**config.mk**
```make
export PLATFORM = sky130hd
export DESIGN_NAME = rail_seq
export DESIGN_NICKNAME = d
export VERILOG_FILES = /design/src/rtl/rseq_pkg.sv /design/src/rtl/rseq_cfg_bank.sv /design/src/rtl/rseq_cond.sv /design/src/rtl/rseq_rail_fsm.sv /design/src/rtl/rail_seq.sv
export SDC_FILE = /design/constraint.sdc
export NUM_CORES = 1
export LEC_CHECK = 0
export ABC_AREA = 1
export CAP_MARGIN = 10
export CORE_MARGIN = 1.5
export CORE_UTILIZATION = 35
export DETAILED_ROUTE_END_ITERATION = 12
export GPL_ROUTABILITY_DRIVEN = 0
export PLACE_DENSITY = 0.54
export RECOVER_POWER = 25
export SLEW_MARGIN = 0
export SYNTH_ARGS = -nofsm -noshare
export SYNTH_HDL_FRONTEND = slang
export SYNTH_SLANG_ARGS = --single-unit
```
**constraint.sdc**
```tcl
create_clock -name clk -period 2.2 [get_ports clk]
set_clock_uncertainty 0.1 [all_clocks]
set_input_delay 0.33 -clock clk [delete_from_list [all_inputs] [get_ports clk]]
set_output_delay 0.33 -clock clk [all_outputs]
set_load 0.1 [all_outputs]
```
**src/rtl/rseq_pkg.sv**
```systemverilog
package rseq_pkg;

    typedef enum logic [1:0] {
        RS_OFF     = 2'd0,
        RS_RAMP_UP = 2'd1,
        RS_ON      = 2'd2,
        RS_RAMP_DN = 2'd3
    } rail_state_t;

endpackage

```
**src/rtl/rseq_cfg_bank.sv**
```systemverilog
module rseq_cfg_bank #(
    parameter int N_RAILS = 4,
    parameter int SEL_W   = 2,
    parameter int RAIL_W  = 2,
    parameter int DLY_W   = 8
) (
    input  logic                              clk,
    input  logic                              rst_n,
    input  logic                              wr_en,
    input  logic [RAIL_W-1:0]                 wr_rail,
    input  logic [SEL_W-1:0]                  wr_sel,
    input  logic [N_RAILS-1:0]                wr_mask,
    input  logic [DLY_W-1:0]                  wr_rise,
    input  logic [DLY_W-1:0]                  wr_fall,
    output logic [N_RAILS-1:0][SEL_W-1:0]     sel_q,
    output logic [N_RAILS-1:0][N_RAILS-1:0]   mask_q,
    output logic [N_RAILS-1:0][DLY_W-1:0]     rise_q,
    output logic [N_RAILS-1:0][DLY_W-1:0]     fall_q
);

    for (genvar r = 0; r < N_RAILS; r++) begin : g_slot
        logic hit;
        assign hit = wr_en && (wr_rail == RAIL_W'(r));

        always_ff @(posedge clk or negedge rst_n) begin
            if (!rst_n) begin
                sel_q[r]  <= '0;
                mask_q[r] <= '0;
                rise_q[r] <= '0;
                fall_q[r] <= '0;
            end else if (hit) begin
                sel_q[r]  <= wr_sel;
                mask_q[r] <= wr_mask;
                rise_q[r] <= wr_rise;
                fall_q[r] <= wr_fall;
            end
        end
    end

endmodule

```
**src/rtl/rseq_cond.sv**
```systemverilog
module rseq_cond #(
    parameter int N_RAILS = 4,
    parameter int N_GPIO  = 4,
    parameter int SEL_W   = 2
) (
    input  logic [N_GPIO-1:0]                gpio,
    input  logic [N_RAILS-1:0]               pg,
    input  logic [N_RAILS-1:0][SEL_W-1:0]    sel,
    input  logic [N_RAILS-1:0][N_RAILS-1:0]  mask,
    output logic [N_RAILS-1:0]               want
);

    localparam logic [SEL_W:0] GPIO_LIM = (SEL_W+1)'(N_GPIO);

    for (genvar r = 0; r < N_RAILS; r++) begin : g_term
        logic trig_bit;
        logic pg_ok;

        always_comb begin
            trig_bit = 1'b0;
            if ({1'b0, sel[r]} < GPIO_LIM) begin
                trig_bit = gpio[sel[r]];
            end
            pg_ok   = ((pg & mask[r]) == mask[r]);
            want[r] = trig_bit && pg_ok;
        end
    end

endmodule

```
**src/rtl/rseq_rail_fsm.sv**
```systemverilog
module rseq_rail_fsm
    import rseq_pkg::*;
#(
    parameter int DLY_W = 8
) (
    input  logic             clk,
    input  logic             rst_n,
    input  logic             tick,
    input  logic             want,
    input  logic [DLY_W-1:0] rise_dly,
    input  logic [DLY_W-1:0] fall_dly,
    output logic             en
);

    rail_state_t      state_q, state_d;
    logic [DLY_W-1:0] cnt_q, cnt_d;
    logic [DLY_W:0]   cnt_inc;
    logic             rise_done, fall_done;

    assign cnt_inc   = {1'b0, cnt_q} + 1'b1;
    assign rise_done = (rise_dly == '0) || (tick && (cnt_inc >= {1'b0, rise_dly}));
    assign fall_done = (fall_dly == '0) || (tick && (cnt_inc >= {1'b0, fall_dly}));

    // state register
    always_ff @(posedge clk or negedge rst_n) begin
        if (!rst_n) begin
            state_q <= RS_OFF;
            cnt_q   <= '0;
        end else begin
            state_q <= state_d;
            cnt_q   <= cnt_d;
        end
    end

    // transitions: arm_up, fire_up, abort_up, arm_dn, fire_dn, abort_dn
    always_comb begin
        state_d = state_q;
        unique case (state_q)
            RS_OFF: begin
                if (want) begin
                    state_d = (rise_dly == '0) ? RS_ON : RS_RAMP_UP;
                end
            end
            RS_RAMP_UP: begin
                if (!want) begin
                    state_d = RS_OFF;
                end else if (rise_done) begin
                    state_d = RS_ON;
                end
            end
            RS_ON: begin
                if (!want) begin
                    state_d = (fall_dly == '0) ? RS_OFF : RS_RAMP_DN;
                end
            end
            RS_RAMP_DN: begin
                if (want) begin
                    state_d = RS_ON;
                end else if (fall_done) begin
                    state_d = RS_OFF;
                end
            end
            default: state_d = RS_OFF;
        endcase
    end

    // tick counter: cleared on every entry into a ramp state
    always_comb begin
        cnt_d = '0;
        if ((state_q == RS_RAMP_UP && state_d == RS_RAMP_UP) ||
            (state_q == RS_RAMP_DN && state_d == RS_RAMP_DN)) begin
            cnt_d = tick ? cnt_inc[DLY_W-1:0] : cnt_q;
        end
    end

    // outputs
    always_comb begin
        en = (state_q == RS_ON) || (state_q == RS_RAMP_DN);
    end

endmodule

```
**src/rtl/rail_seq.sv**
```systemverilog
module rail_seq #(
    parameter int N_RAILS = 4,
    parameter int N_GPIO  = 4,
    parameter int DLY_W   = 8,
    localparam int SEL_W  = (N_GPIO  > 1) ? $clog2(N_GPIO)  : 1,
    localparam int RAIL_W = (N_RAILS > 1) ? $clog2(N_RAILS) : 1
) (
    input  logic               clk,
    input  logic               rst_n,
    input  logic               ms_tick,
    input  logic [N_GPIO-1:0]  gpio_in,
    input  logic [N_RAILS-1:0] rail_pg,
    input  logic               cfg_we,
    input  logic [RAIL_W-1:0]  cfg_rail,
    input  logic [SEL_W-1:0]   cfg_gpio_sel,
    input  logic [N_RAILS-1:0] cfg_pg_mask,
    input  logic [DLY_W-1:0]   cfg_rise_dly,
    input  logic [DLY_W-1:0]   cfg_fall_dly,
    output logic [N_RAILS-1:0] rail_en
);

    logic [N_RAILS-1:0][SEL_W-1:0]   sel_w;
    logic [N_RAILS-1:0][N_RAILS-1:0] mask_w;
    logic [N_RAILS-1:0][DLY_W-1:0]   rise_w;
    logic [N_RAILS-1:0][DLY_W-1:0]   fall_w;
    logic [N_RAILS-1:0]              want_w;

    rseq_cfg_bank #(
        .N_RAILS(N_RAILS), .SEL_W(SEL_W), .RAIL_W(RAIL_W), .DLY_W(DLY_W)
    ) u_cfg (
        .clk     (clk),
        .rst_n   (rst_n),
        .wr_en   (cfg_we),
        .wr_rail (cfg_rail),
        .wr_sel  (cfg_gpio_sel),
        .wr_mask (cfg_pg_mask),
        .wr_rise (cfg_rise_dly),
        .wr_fall (cfg_fall_dly),
        .sel_q   (sel_w),
        .mask_q  (mask_w),
        .rise_q  (rise_w),
        .fall_q  (fall_w)
    );

    rseq_cond #(
        .N_RAILS(N_RAILS), .N_GPIO(N_GPIO), .SEL_W(SEL_W)
    ) u_cond (
        .gpio (gpio_in),
        .pg   (rail_pg),
        .sel  (sel_w),
        .mask (mask_w),
        .want (want_w)
    );

    for (genvar r = 0; r < N_RAILS; r++) begin : g_rail
        rseq_rail_fsm #(.DLY_W(DLY_W)) u_fsm (
            .clk      (clk),
            .rst_n    (rst_n),
            .tick     (ms_tick),
            .want     (want_w[r]),
            .rise_dly (rise_w[r]),
            .fall_dly (fall_w[r]),
            .en       (rail_en[r])
        );
    end

endmodule

```
======== Word level (Yosys, flattened, before mapping) ========
Index checks and enable logic that the tools add are counted.
storage, ports and cells
  register bits after elaboration ......... 128
  logic and storage cells ................. 180
cells by class
  bitwise logic cells ..................... 4
  order comparisons ....................... 12
  reductions and logical operators ........ 53
  add/sub/neg operators ................... 4
  eq/ne operators ......................... 31
  mux-type cells .......................... 52
operators with widths
  cell                 number
  $ge 9x8->1           8
  $logic_not 8->1      8
  $mux 2               32
  $mux 8               8
  $add 8x1->9 const B  4
  $pmux 2 s4           4
  $eq 2x2->1 const B   14
  $logic_and 1x1->1    24
  $eq 2x1->1 const B   9
  $and 4x4->4          4
  $eq 4x4->1           4
  $logic_or 1x1->1     16
  $lt 2x3->1 const B   4
  $logic_not 2->1      5
  $bmux 1 s2           4
  $ne 2x2->1 const B   4
  $mux 1               4

======== Logic depth before layout (Yosys ltp) ========
Gate-level depths: netlist (run 1).
  depth in word-level cells ............... 11
  depth in mapped cells ................... 19
  gate-level depth less buffers ........... 19

======== Modules after synthesis ========
A second synthesis (run 1) with hierarchy kept.
second synthesis, totals
  cell total of the unflattened synthesis .. 1,164
  area total of the unflattened synthesis .. 8,493.1 um2
by module, submodules not included
  module                               area each (um2)  instances  cells an instance
  rseq_cfg_bank                        3,608.5          1          393
  rseq_rail_fsm (g_rail[0].u_fsm ...)  1,143.6          2          173
  rseq_rail_fsm (g_rail[1].u_fsm)      1,141.1          1          173
  rseq_rail_fsm (g_rail[3].u_fsm)      1,141.1          1          172
  rseq_cond                            315.3            1          80

======== Worst setup path before layout (run 1) ========
OpenSTA, ideal clock, no wires.
  path kind ............................... flip-flop to flip-flop
  start ................................... reg g_rail[0].u_fsm.cnt_q[0]
  end ..................................... reg g_rail[0].u_fsm.cnt_q[0]
  stages on the path, launching flop included .. 17
  slack ................................... -152 ps
  data arrival time ....................... 2,130 ps
  data required time ...................... 1,979 ps
  path through ............................ dfrtp_1 -> ha_1 -> nand2_1 -> nor2_2 -> xnor2_1 -> inv_1 -> ha_1 -> nand2_1 -> o21a_1 -> nor2_1 -> nor2_1 -> nand3_1 -> nand2_1 -> nand3_1 -> inv_2 -> nor2_4 -> nor2_1
on the way
  longest elaborated chain between the ends .. 11
RTL lines
  element                                                       line                                      RTL
  start: declaration                                            rseq_rail_fsm.sv:16                       logic [DLY_W-1:0] cnt_q, cnt_d;
  start signal: assignment                                      rseq_rail_fsm.sv:31                       cnt_q <= cnt_d;
  $add 8x1->9 (*)                                               rseq_rail_fsm.sv:20                       assign cnt_inc = {1'b0, cnt_q} + 1'b1;
  $ge 9x8->1 (on tied branches)                                 rseq_rail_fsm.sv:22, rseq_rail_fsm.sv:21
  $logic_and 1x1->1 (on tied branches)                          rseq_rail_fsm.sv:22, rseq_rail_fsm.sv:21
  $logic_or 1x1->1 (on tied branches)                           rseq_rail_fsm.sv:22, rseq_rail_fsm.sv:21
  $mux 2 (on tied branches)                                     rseq_rail_fsm.sv:59, rseq_rail_fsm.sv:47
  $mux 2 (on tied branches)                                     rseq_rail_fsm.sv:57, rseq_rail_fsm.sv:45
  $pmux 2 s4                                                    rseq_rail_fsm.sv:38                       unique case (state_q)
  $eq 2x1->1 / $eq 2x2->1 (equally long branches)               rseq_rail_fsm.sv:70, rseq_rail_fsm.sv:71
  $logic_and 1x1->1 (on tied branches)                          rseq_rail_fsm.sv:70, rseq_rail_fsm.sv:71
  $logic_or 1x1->1                                              rseq_rail_fsm.sv:70                       if ((state_q == RS_RAMP_UP && state_d == RS_RAMP_UP) ||
  $ne 2x2->1 (no source line) / $mux 8 (equally long branches)  --
Every way passes the cells marked *; elsewhere a longest branch is shown, timed or not. The select of a mux whose other input is x is not followed.
A chain may end at the register's enable or synchronous reset.

======== Final worst setup path (run 1) ========
Ends and elaborated chain as after synthesis.

==> results.sh, run 1 <==
export IMPL_regToRegSetupSlack_ns=-0.31
export IMPL_avgViaCountPerCell=4.726
export IMPL_maxSlewViolCount=0
export IMPL_finalWorstSetupSlack_ns=-0.3127
export IMPL_clk_root_buffer_cell="sky130_fd_sc_hd__clkbuf_16"
export IMPL_met3RoutedLength_um=666
export IMPL_min_path_cells=4
export IMPL_detailed_place_area_um2=9169
export IMPL_synth_simple_gate_area_share_pct=23.23
export IMPL_worst_path_max_fanout=8
export IMPL_drt_pass1_iter_count=8
export IMPL_proportion_of_synthesized_flip_flops_having_asynchronous_set_or_reset_pct=100.0
export IMPL_max_slew_worst_pin_slew_ns=1.361
export IMPL_drc=2
export IMPL_fp_row_count=54
export IMPL_die_h_um=153.1
export IMPL_synth_warnings=0
export IMPL_share_of_cells_above_drive_strength_1_pct=20.12
export IMPL_final_setup_viol_count=40
export IMPL_floorplan_initialDensity_pct=35.91
export IMPL_die_width_um=153.1
export IMPL_timing_hold_worst_endpoint="g_rail[1].u_fsm.state_q[1]"
export IMPL_critPathKind="flip-flop to flip-flop"
export IMPL_xor_and_xnor_fraction_of_the_mapped_netlist_area_pct=2.333
export IMPL_via_count_of_the_first_global_routing_pass=6609
export IMPL_drt_wirelength_per_cell_um=14.10
export IMPL_vias=6819
export IMPL_globalRouteOverflowTotal=0
export IMPL_m1WireLength_um=9787
export IMPL_synth_area_um2=7885
export IMPL_hold_path_class="primary input to flip-flop"
export IMPL_synth_nets=1133
export IMPL_number_of_distinct_library_cells_after_synthesis=34
export IMPL_hold_viol_final=0
export IMPL_clock_sinks=128
export IMPL_top_layer="met4"
export IMPL_cts_max_level=4
export IMPL_cp_required_ns=2.40
export IMPL_synthAdderAreaFrac_pct=10.79
export IMPL_area_growth_pct=32.28
export IMPL_grt_pass1_wl_um=33150
export IMPL_floorplan_die_area_um2=23440
export IMPL_fmax_mhz=398.0
export IMPL_synth_top_family_by_area="simple AND/OR/NAND/NOR gates"
export IMPL_powerDensity_nw_per_um2=855.9
export IMPL_post_route_wl_um=20340
export IMPL_postSynthRegisterBits=128
export IMPL_grt_usage_pct=18.03
export IMPL_cts_clk_slew_worst_paths_ns=0.06
export IMPL_setup_repair_after_global_routing_missed_its_margin="yes"
export IMPL_final_period_utilization_pct=114.2
export IMPL_yosysSeqAreaShare_pct=40.62
export IMPL_violations_in_the_final_reports="DRC, setup timing"
export IMPL_initial_antenna_violation_count=1
export IMPL_wl_met2_um=9620
export IMPL_post_synth_inst_count=1029
export IMPL_worst_r2r_startpoint="g_rail[0].u_fsm.cnt_q[0]"
export IMPL_place_inst=1390
export IMPL_design_area_um2=10430
export IMPL_drv_cap=0
export IMPL_synthesis_area_per_instance_um2=7.663
export IMPL_yosys_mux_area_fraction_pct=1.523
export IMPL_data_arrival_time_of_the_worst_path_ns=2.71
export IMPL_r2r_cells=17
export IMPL_timing_final_crit_period_ns=2.513
export IMPL_drtIter0Drc=415
export IMPL_status="complete, but fails checks"
export IMPL_cts_tree="yes"
export IMPL_detailedPlacementHpwl_um=14730
export IMPL_synthFlopType="sky130_fd_sc_hd__dfrtp_1"
export IMPL_postRouteAntennaNets=0
export IMPL_core_footprint_um2=21960
export IMPL_fin_cells=1443
export IMPL_synth_edff_count=0
export IMPL_clkLatencyLatePin_ns=0.43
export IMPL_diodes=0
export IMPL_worstSetupStartpointType="flip-flop"
export IMPL_cts_root_to_sink_buffers=2
export IMPL_number_of_buffers_inserted_during_clock_tree_synthesis=17
export IMPL_holdCritStartpoint="ms_tick"
export IMPL_port_buffer_count=39
export IMPL_power_leakage_nw=5.315
export IMPL_slew_headroom_pct=9.269
export IMPL_critPathCaptureType="flip-flop"
export IMPL_io_pins=40
export IMPL_vdd_ir_drop_worst_mv=0.5663
export IMPL_grt_start_max_net_pins=49
export IMPL_layout_nets=1255
export IMPL_reg2reg_to="g_rail[0].u_fsm.cnt_q[0]"
export IMPL_synth_compound_area_share_pct=11.79
==> cell usage after synthesis, drive strengths merged (3+ instances only) <==
cell type  count  share of area, %
nand4         18               1.4
inv          169               8.0
nand3         40               2.7
o21ai        121               7.8
xor2          16               1.8
nor3           6              0.38
a22oi          3              0.29
dfrtp        128                41
o22ai          8              0.63
o211ai         4              0.38
a21oi         23               1.5
nand3b         7              0.67
nor2         105               5.7
clkbuf        24               1.2
xnor2          5              0.56
buf            6              0.51
ha            68                11
mux2i         12               1.5
nor4           7              0.56
nand2        245                12
o21a           8              0.76
==> cell type report <==
cell class	instances	area, um^2
timing repair buffer	133	1144
multi-input combinational	702	4507
tap	280	350.3
clock inverter	6	105.1
clock buffer	25	485.5
sequential	128	3204
inverter	169	634.4
fill	2102	11530
==> per-layer routing <==
layer	vias to the layer above	global-route usage, %
met5	-	0
met4	0	4.949
met3	18	3.346
met2	100	30.11
met1	3167	23.94
li1	3534	-
==> kinds of logic after synthesis <==
kind of cell / count (synthesis)
AND/OR/NAND/NOR: 429
buffers and inverters: 199
AO/OA/AOI/OAI: 172
flip-flops: 128
adder cells (fa/ha/maj): 68
XOR/XNOR: 21
multiplexers: 12
==> placed cells by master (no fill, tap or decap), types with 15 or more instances in the layout <==
cell type                         instances
sky130_fd_sc_hd__nand4_1                 18
sky130_fd_sc_hd__clkdlybuf4s50_1         32
sky130_fd_sc_hd__nor2_1                  84
sky130_fd_sc_hd__nand2_1                226
sky130_fd_sc_hd__ha_4                    16
sky130_fd_sc_hd__buf_4                   84
sky130_fd_sc_hd__clkbuf_16               17
sky130_fd_sc_hd__a21oi_1                 15
sky130_fd_sc_hd__inv_1                  162
sky130_fd_sc_hd__nand3_1                 26
sky130_fd_sc_hd__nand2_2                 16
sky130_fd_sc_hd__dfrtp_1                127
sky130_fd_sc_hd__ha_1                    50
sky130_fd_sc_hd__o21ai_0                114
==> critical path, cell delays in order, from the launching register on <==
cell                      delay [ns]
sky130_fd_sc_hd__dfrtp_1        0.39
sky130_fd_sc_hd__ha_2           0.20
sky130_fd_sc_hd__nand2_2        0.06
sky130_fd_sc_hd__nor2_4         0.12
sky130_fd_sc_hd__xnor2_2        0.15
sky130_fd_sc_hd__inv_2          0.09
sky130_fd_sc_hd__buf_6          0.12
sky130_fd_sc_hd__ha_4           0.27
sky130_fd_sc_hd__nand2_2        0.05
sky130_fd_sc_hd__o21a_1         0.17
sky130_fd_sc_hd__nor2_1         0.08
sky130_fd_sc_hd__nor2_1         0.05
sky130_fd_sc_hd__nand3_1        0.08
sky130_fd_sc_hd__nand2_2        0.06
sky130_fd_sc_hd__nand3_2        0.08
sky130_fd_sc_hd__inv_2          0.04
sky130_fd_sc_hd__nor2_4         0.19
sky130_fd_sc_hd__nor2_1         0.08
==> metrics by stage <==
stage	hold slack [ns]	TNS, ns	total power, mW	setup slack (ns)	utilization [%]
3_3_place_gp	0.2169	-11.35	5.721	-0.3474	41.75
3_5_place_dp	0.2169	-12.50	5.753	-0.4127	41.75
4_1_cts	0.2298	-8.352	8.868	-0.3005	46.72
6_report	0.2074	-9.579	8.927	-0.3127	47.50
5_1_grt	0.2282	-18.28	9.530	-0.5486	47.50
2_1_floorplan	-0.06559	-2.537	4.914	-0.1472	-
==> flip-flops by register name, summed over array words and instances (netlist names) <==
name and cells:
g_rail.u_fsm.state_q 8, u_cfg.fall_q 32, u_cfg.sel_q 8, g_rail.u_fsm.cnt_q 32
u_cfg.rise_q 32, u_cfg.mask_q 16
==> power breakdown <==
part | switching (mW) | internal, mW | total (mW)
Sequential | 0.356 | 2.74 | 3.10
Clock | 1.04 | 1.86 | 2.90
Combinational | 1.71 | 1.22 | 2.93
==> repair_timing <==
| item | 4_1_cts | 5_1_grt |
|---|---|---|
| buffers inserted | 17 | 6 |
| pin swaps | 31 | 30 |
| gates resized for setup | 59 | 40 |
| setup endpoints to repair | 40 | 40 |
| hold buffers | 1 | 0 |
| endpoints found under the hold margin | 45 | 0 |
| cloned | 0 | 0 |
==> worst max path at each step <==
stage | startpoint | to | cells after the start
after floorplan | g_rail[0].u_fsm.cnt_q[0] | g_rail[0].u_fsm.cnt_q[0] | 19
after global placement | g_rail[0].u_fsm.cnt_q[0] | g_rail[0].u_fsm.cnt_q[6] | 17
after detailed placement | g_rail[0].u_fsm.cnt_q[0] | g_rail[0].u_fsm.cnt_q[0] | 17
after CTS | g_rail[0].u_fsm.cnt_q[0] | g_rail[0].u_fsm.cnt_q[0] | 17
after global routing | g_rail[0].u_fsm.cnt_q[0] | g_rail[0].u_fsm.cnt_q[0] | 17
final | g_rail[0].u_fsm.cnt_q[0] | g_rail[0].u_fsm.cnt_q[0] | 17
No activity file was read; power rests on OpenSTA's default activity.
==> run 2: changes to the inputs <==
--- a/config.mk
+++ b/config.mk
@@ -7,11 +7,12 @@
 export LEC_CHECK = 0
 export ABC_AREA = 1
 export CAP_MARGIN = 10
+export CORE_ASPECT_RATIO = 1.5
 export CORE_MARGIN = 1.5
-export CORE_UTILIZATION = 35
+export CORE_UTILIZATION = 61
 export DETAILED_ROUTE_END_ITERATION = 12
 export GPL_ROUTABILITY_DRIVEN = 0
-export PLACE_DENSITY = 0.54
+export PLACE_DENSITY = 0.82
 export RECOVER_POWER = 25
 export SLEW_MARGIN = 0
 export SYNTH_ARGS = -nofsm -noshare
==> constraint.sdc (replaced) <==
create_clock -name clk -period 2.8 [get_ports clk]
set_clock_uncertainty 0.1 [all_clocks]
set_input_delay 0.42 -clock clk [delete_from_list [all_inputs] [get_ports clk]]
set_output_delay 0.42 -clock clk [all_outputs]
set_load 0.1 [all_outputs]
==> run 2 against run 1 <==
  * Clock power decreased by 27%
  * Register-to-register slack improved by 0.51 ns
  * Cell area fell by 13%
  * Core utilization rose by 24 points
  * Hold slack better by 0.17 ns
  * First-iteration DRC count up 3.6%
  * Worst setup slack improved by 0.51 ns
  * Via count shrank 0.53%
  * Die area decreased by 42%
  * Critical path type unchanged
  * Routed wire length down 8.1%
  * The run ends with capacitance limit, slew limit left
==> results.sh, run 2 (synthesis results as in run 1) <==
export IMPL_initial_antenna_violation_count=0
export IMPL_data_arrival_time_of_the_worst_path_ns=2.80
export IMPL_floorplan_initialDensity_pct=62.71
export IMPL_slowest_delay_ns=0.41
export IMPL_share_of_cells_above_drive_strength_1_pct=7.263
export IMPL_leading_cell_types_in_the_layout_fill_and_taps_excluded="sky130_fd_sc_hd__nand2_1 (241), sky130_fd_sc_hd__inv_1 (165), sky130_fd_sc_hd__dfrtp_1 (124), sky130_fd_sc_hd__o21ai_0 (116), sky130_fd_sc_hd__nor2_1 (93)"
export IMPL_floorplan_die_area_um2=13630
export IMPL_cts_root_to_sink_buffers=2
export IMPL_drtIter0Drc=430
export IMPL_cts_tree="yes"
export IMPL_r2r_cells=15
export IMPL_layout_commonest_cell="sky130_fd_sc_hd__nand2_1"
export IMPL_drc=0
export IMPL_grt_usage_pct=29.32
export IMPL_holdCritStartpoint="u_cfg.fall_q[13]"
export IMPL_globalRouteOverflowTotal=0
export IMPL_critPathKind="flip-flop to flip-flop"
export IMPL_avgViaCountPerCell=5.515
export IMPL_postRouteAntennaNets=0
export IMPL_worst_path_max_fanout=8
export IMPL_vias=6783
export IMPL_max_slew_worst_pin_slew_ns=1.696
export IMPL_via_count_of_the_first_global_routing_pass=6603
export IMPL_number_of_buffers_inserted_during_clock_tree_synthesis=17
export IMPL_reg2reg_to="g_rail[1].u_fsm.cnt_q[3]"
export IMPL_dp_worst_setup_slack_ns=0.1176
export IMPL_worstSetupStartpointType="flip-flop"
export IMPL_crit_path_cell_trace="ha_1 -> nand2_2 -> nor3_1 -> xor2_1 -> buf_4 -> ha_1 -> nand4_1 -> nor2_1 -> nand2_1 -> nand3_1 -> nand2_1 -> nand3_1 -> inv_2 -> nor2_4 -> nor2_1"
export IMPL_fillers=967
export IMPL_clk_root_buffer_cell="sky130_fd_sc_hd__clkbuf_16"
export IMPL_cp_required_ns=3.00
export IMPL_cts_clk_slew_worst_paths_ns=0.05
export IMPL_worst_r2r_startpoint="g_rail[1].u_fsm.cnt_q[0]"
export IMPL_fin_cells=1230
export IMPL_critPathCaptureType="flip-flop"
export IMPL_diodes=0
export IMPL_reg_top3="g_rail.u_fsm.cnt_q x32, u_cfg.fall_q x32, u_cfg.rise_q x32"
export IMPL_die_h_um=142.2
export IMPL_status="complete, but fails checks"
export IMPL_cts_hold_buf=0
export IMPL_hold_viol_final=0
export IMPL_detailedPlacementHpwl_um=13480
export IMPL_vdd_ir_drop_worst_mv=0.5881
export IMPL_utilization_pct=71.98
export IMPL_final_setup_viol_count=0
export IMPL_detailed_place_area_um2=8409
export IMPL_port_buffer_count=39
export IMPL_drt_wirelength_per_cell_um=15.20
export IMPL_grt_pass1_wl_um=30340
export IMPL_place_inst=1200
export IMPL_slew_headroom_pct=-13.03
export IMPL_grt_start_max_net_pins=129
export IMPL_timing_hold_worst_endpoint="u_cfg.fall_q[13]"
export IMPL_violations_in_the_final_reports="capacitance limit, slew limit"
export IMPL_regToRegSetupSlack_ns=0.20
export IMPL_critical_path_buf_inv_count=2
export IMPL_powerDensity_nw_per_um2=714.0
export IMPL_drt_pass1_iter_count=8
export IMPL_cts_max_level=4
export IMPL_drv_cap=1
export IMPL_maxSlewViolCount=129
export IMPL_clkLatencyLatePin_ns=0.42
export IMPL_min_path_cells=2
export IMPL_area_growth_pct=14.79
export IMPL_final_period_utilization_pct=92.78
export IMPL_slowest_stage="sky130_fd_sc_hd__dfrtp_2"
export IMPL_fmax_mhz=384.9
export IMPL_die_width_um=95.83
export IMPL_total_power_mw=6.463
export IMPL_clock_sinks=128
export IMPL_design_area_um2=9051
export IMPL_layout_nets=1169
export IMPL_dominant_delay_contributor_by_cell_family_on_the_critical_path="simple AND/OR/NAND/NOR gates"
export IMPL_power_leakage_nw=4.787
export IMPL_timing_final_crit_period_ns=2.598
export IMPL_core_footprint_um2=12570
export IMPL_post_route_wl_um=18690
export IMPL_finalWorstSetupSlack_ns=0.2020
export IMPL_hold_path_class="flip-flop to flip-flop"
export IMPL_fp_row_count=50
export IMPL_crit_cells=15
export IMPL_io_pins=40
run 2: what timing repair did:
action / in CTS / in global routing
buffers inserted: 0 / 2
setup endpoints to repair: 0 / 38
resized for setup: 0 / 19
run 2: through the flow:
| step | hold WS, ns | setup TNS [ns] |
|---|---|---|
| floorplan | 0.02441 | 0 |
| global placement | 0.3669 | 0 |
| detailed placement | 0.3725 | 0 |
| CTS | 0.02993 | 0 |
| global route | 0.4027 | -0.04659 |
| finish | 0.3813 | 0 |
run 2: final cells by class:
| type | instances | area (um^2) | area share, % |
|---|---|---|---|
| sequential | 128 | 3208 | 35.44 |
| multi-input combinational | 702 | 3993 | 44.11 |
| clock buffer | 21 | 470.5 | 5.198 |
| tap | 156 | 195.2 | 2.156 |
| inverter | 169 | 634.4 | 7.009 |
| timing repair buffer | 47 | 462.9 | 5.115 |
| clock inverter | 7 | 87.58 | 0.9677 |
run 2: metal layers:
metal	vias to the layer above	part of all wire (%)	GRT usage, %
met5	-	0	0
met1	3169	39	34.07
li1	3371	-	-
met4	0	3.9	14.32
met2	192	53	51.56
met3	51	4.2	4.380
run 2: worst max path at each step:
stage                                        start                  endpoint  slack [ns]
after floorplan           g_rail[0].u_fsm.cnt_q[0]  g_rail[0].u_fsm.cnt_q[0]        0.45
after global placement    g_rail[0].u_fsm.cnt_q[0]  g_rail[0].u_fsm.cnt_q[6]        0.21
after detailed placement  g_rail[0].u_fsm.cnt_q[0]  g_rail[0].u_fsm.cnt_q[5]        0.12
after CTS                 g_rail[0].u_fsm.cnt_q[0]  g_rail[0].u_fsm.cnt_q[5]        0.11
after global routing      g_rail[3].u_fsm.cnt_q[0]  g_rail[3].u_fsm.cnt_q[6]       -0.02
final                     g_rail[1].u_fsm.cnt_q[0]  g_rail[1].u_fsm.cnt_q[3]        0.20
run 2: where the power goes:
group / leakage, nW / internal (mW) / switching, mW
Combinational: 2.88 / 0.696 / 1.21
Sequential: 1.63 / 2.16 / 0.286
Clock: 0.276 / 1.35 / 0.759
run 2: worst min-delay path: cells and delay by family (launching register included):
family | cells | cell delay, ns
flops | 1 | 0.34
simple gates | 1 | 0.05
compound gates | 1 | 0.06
==> run 3: changes to the inputs <==
--- a/config.mk
+++ b/config.mk
@@ -9,10 +9,10 @@
 export CAP_MARGIN = 10
 export CORE_ASPECT_RATIO = 1.5
 export CORE_MARGIN = 1.5
-export CORE_UTILIZATION = 61
+export CORE_UTILIZATION = 50
 export DETAILED_ROUTE_END_ITERATION = 12
 export GPL_ROUTABILITY_DRIVEN = 0
-export PLACE_DENSITY = 0.82
+export PLACE_DENSITY = 0.69
 export RECOVER_POWER = 25
 export SLEW_MARGIN = 0
 export SYNTH_ARGS = -nofsm -noshare
==> run 3 against run 2 <==
  * Flip-flop and latch count unchanged
  * The run still ends with capacitance limit, slew limit left
  * Core utilization down 13 points
  * Fmax down 1.4%
  * Clock power up 8%
  * Total power up 2.7%
  * Critical endpoint is now g_rail[1].u_fsm.cnt_q[1]
  * Sequential share of layout area down 0.57 points
==> results.sh, run 3 (synthesis results as in run 1) <==
export IMPL_status="complete, but fails checks"
export IMPL_violations_in_the_final_reports="capacitance limit, slew limit"
export IMPL_power_leakage_nw=4.829
export IMPL_grt_start_max_net_pins=129
export IMPL_timing_final_crit_period_ns=2.634
export IMPL_port_buffer_count=39
export IMPL_fp_row_count=56
export IMPL_post_route_wl_um=19330
export IMPL_finalWorstSetupSlack_ns=0.1665
export IMPL_layout_commonest_cell="sky130_fd_sc_hd__nand2_1"
export IMPL_slowest_stage="sky130_fd_sc_hd__dfrtp_1"
export IMPL_grt_usage_pct=24.71
export IMPL_die_h_um=156.8
export IMPL_number_of_buffers_inserted_during_clock_tree_synthesis=17
export IMPL_floorplan_die_area_um2=16550
export IMPL_cts_hold_buf=0
export IMPL_io_pins=40
export IMPL_design_area_um2=9193
export IMPL_die_width_um=105.5
export IMPL_maxSlewViolCount=129
export IMPL_cts_tree="yes"
export IMPL_powerDensity_nw_per_um2=721.8
export IMPL_reg_top3="g_rail.u_fsm.cnt_q x32, u_cfg.fall_q x32, u_cfg.rise_q x32"
export IMPL_final_period_utilization_pct=94.05
export IMPL_postRouteAntennaNets=0
export IMPL_clk_root_buffer_cell="sky130_fd_sc_hd__clkbuf_16"
export IMPL_critPathMostFrequentCell="sky130_fd_sc_hd__nand3_1"
export IMPL_detailed_place_area_um2=8468
export IMPL_utilization_pct=59.10
export IMPL_vias=6714
export IMPL_via_count_of_the_first_global_routing_pass=6683
export IMPL_cts_clk_slew_worst_paths_ns=0.06
export IMPL_worst_path_max_fanout=8
export IMPL_place_inst=1251
export IMPL_avgViaCountPerCell=5.205
export IMPL_dp_worst_setup_slack_ns=0.1065
export IMPL_grt_pass1_wl_um=31720
export IMPL_initial_antenna_violation_count=0
export IMPL_clkLatencyLatePin_ns=0.42
export IMPL_cp_required_ns=3.00
export IMPL_leading_cell_types_in_the_layout_fill_and_taps_excluded="sky130_fd_sc_hd__nand2_1 (240), sky130_fd_sc_hd__inv_1 (165), sky130_fd_sc_hd__dfrtp_1 (126), sky130_fd_sc_hd__o21ai_0 (117), sky130_fd_sc_hd__nor2_1 (94)"
export IMPL_crit_path_cell_trace="nand3_1 -> nor2_2 -> nand4_1 -> xor2_1 -> inv_1 -> ha_1 -> nand2_1 -> nor2_1 -> nand3b_1 -> nand3_1 -> nand2_1 -> nand3_1 -> inv_2 -> nor2_4 -> nor2_1"
export IMPL_cts_max_level=4
export IMPL_area_growth_pct=16.58
export IMPL_drv_cap=1
export IMPL_setup_repair_after_global_routing_missed_its_margin="no"
export IMPL_layout_nets=1178
export IMPL_slew_headroom_pct=-17.10
export IMPL_worstSetupStartpointType="flip-flop"
export IMPL_total_power_mw=6.635
export IMPL_hold_viol_final=0
export IMPL_floorplan_initialDensity_pct=50.69
export IMPL_vdd_ir_drop_worst_mv=0.4005
export IMPL_data_arrival_time_of_the_worst_path_ns=2.84
export IMPL_fmax_mhz=379.7
export IMPL_slowest_delay_ns=0.43
export IMPL_core_footprint_um2=15550
export IMPL_fin_cells=1290
export IMPL_hold_path_class="flip-flop to flip-flop"
export IMPL_globalRouteOverflowTotal=0
export IMPL_diodes=0
export IMPL_final_setup_viol_count=0
export IMPL_drt_wirelength_per_cell_um=14.98
export IMPL_critPathKind="flip-flop to flip-flop"
export IMPL_hold_ws_ns=0.3828
export IMPL_drtIter0Drc=343
export IMPL_clock_sinks=128
export IMPL_cts_root_to_sink_buffers=2
export IMPL_drt_pass1_iter_count=5
export IMPL_max_slew_worst_pin_slew_ns=1.756
export IMPL_share_of_cells_above_drive_strength_1_pct=8.188
export IMPL_detailedPlacementHpwl_um=13990
export IMPL_setup_total_negative_slack_ns=0
export IMPL_critPathCaptureType="flip-flop"
export IMPL_drc=0
-- run 3: path summary, 6_finish.rpt --
check                                    startpoint                  endpoint  slack [ns]  cells after the start
min in group asynchronous                     rst_n  g_rail[1].u_fsm.cnt_q[3]        0.42                      2
max reg2reg                g_rail[1].u_fsm.cnt_q[2]  g_rail[1].u_fsm.cnt_q[1]        0.17                     15
max in group asynchronous                     rst_n  g_rail[0].u_fsm.cnt_q[0]        0.90                      2
max                        g_rail[1].u_fsm.cnt_q[2]  g_rail[1].u_fsm.cnt_q[1]        0.17                     15
min reg2reg                         u_cfg.fall_q[6]           u_cfg.fall_q[6]        0.38                      2
min                                 u_cfg.fall_q[6]           u_cfg.fall_q[6]        0.38                      2
-- run 3: cell type report --
cell class | count | area, um^2
Clock buffer | 22 | 464.2
Clock inverter | 10 | 135.1
Fill cell | 1442 | 6362
Inverter | 169 | 634.4
Multi-Input combinational cell | 702 | 3999
Sequential cell | 128 | 3206
Tap cell | 203 | 254.0
Timing Repair Buffer | 56 | 500.5
-- run 3: routing by layer --
metal | wire [um] | track usage (%) | share of wire (%) | vias up
met5 | 0 | 0 | 0 | -
met4 | 714 | 12.16 | 3.7 | 0
met3 | 592 | 3.290 | 3.1 | 48
met2 | 10240 | 46.53 | 53 | 131
met1 | 7781 | 27.04 | 40 | 3146
li1 | - | - | - | 3389
-- run 3: power by group --
| group | switching [mW] | internal [mW] |
|---|---|---|
| clock | 0.823 | 1.44 |
| combinational | 1.22 | 0.723 |
| sequential | 0.268 | 2.16 |
-- run 3: what timing repair did --
item	in CTS	in global routing
setup endpoints to repair	0	29
setup buffers	0	7
resized for setup	0	16
-- run 3: critical path: cells and delay by family, from the launching register on --
kind	cells	cell delay, ns
AND/OR/NAND/NOR	11	1.32
adder cells (fa/ha/maj)	1	0.33
buffers and inverters	2	0.14
XOR/XNOR	1	0.21
flip-flops	1	0.43
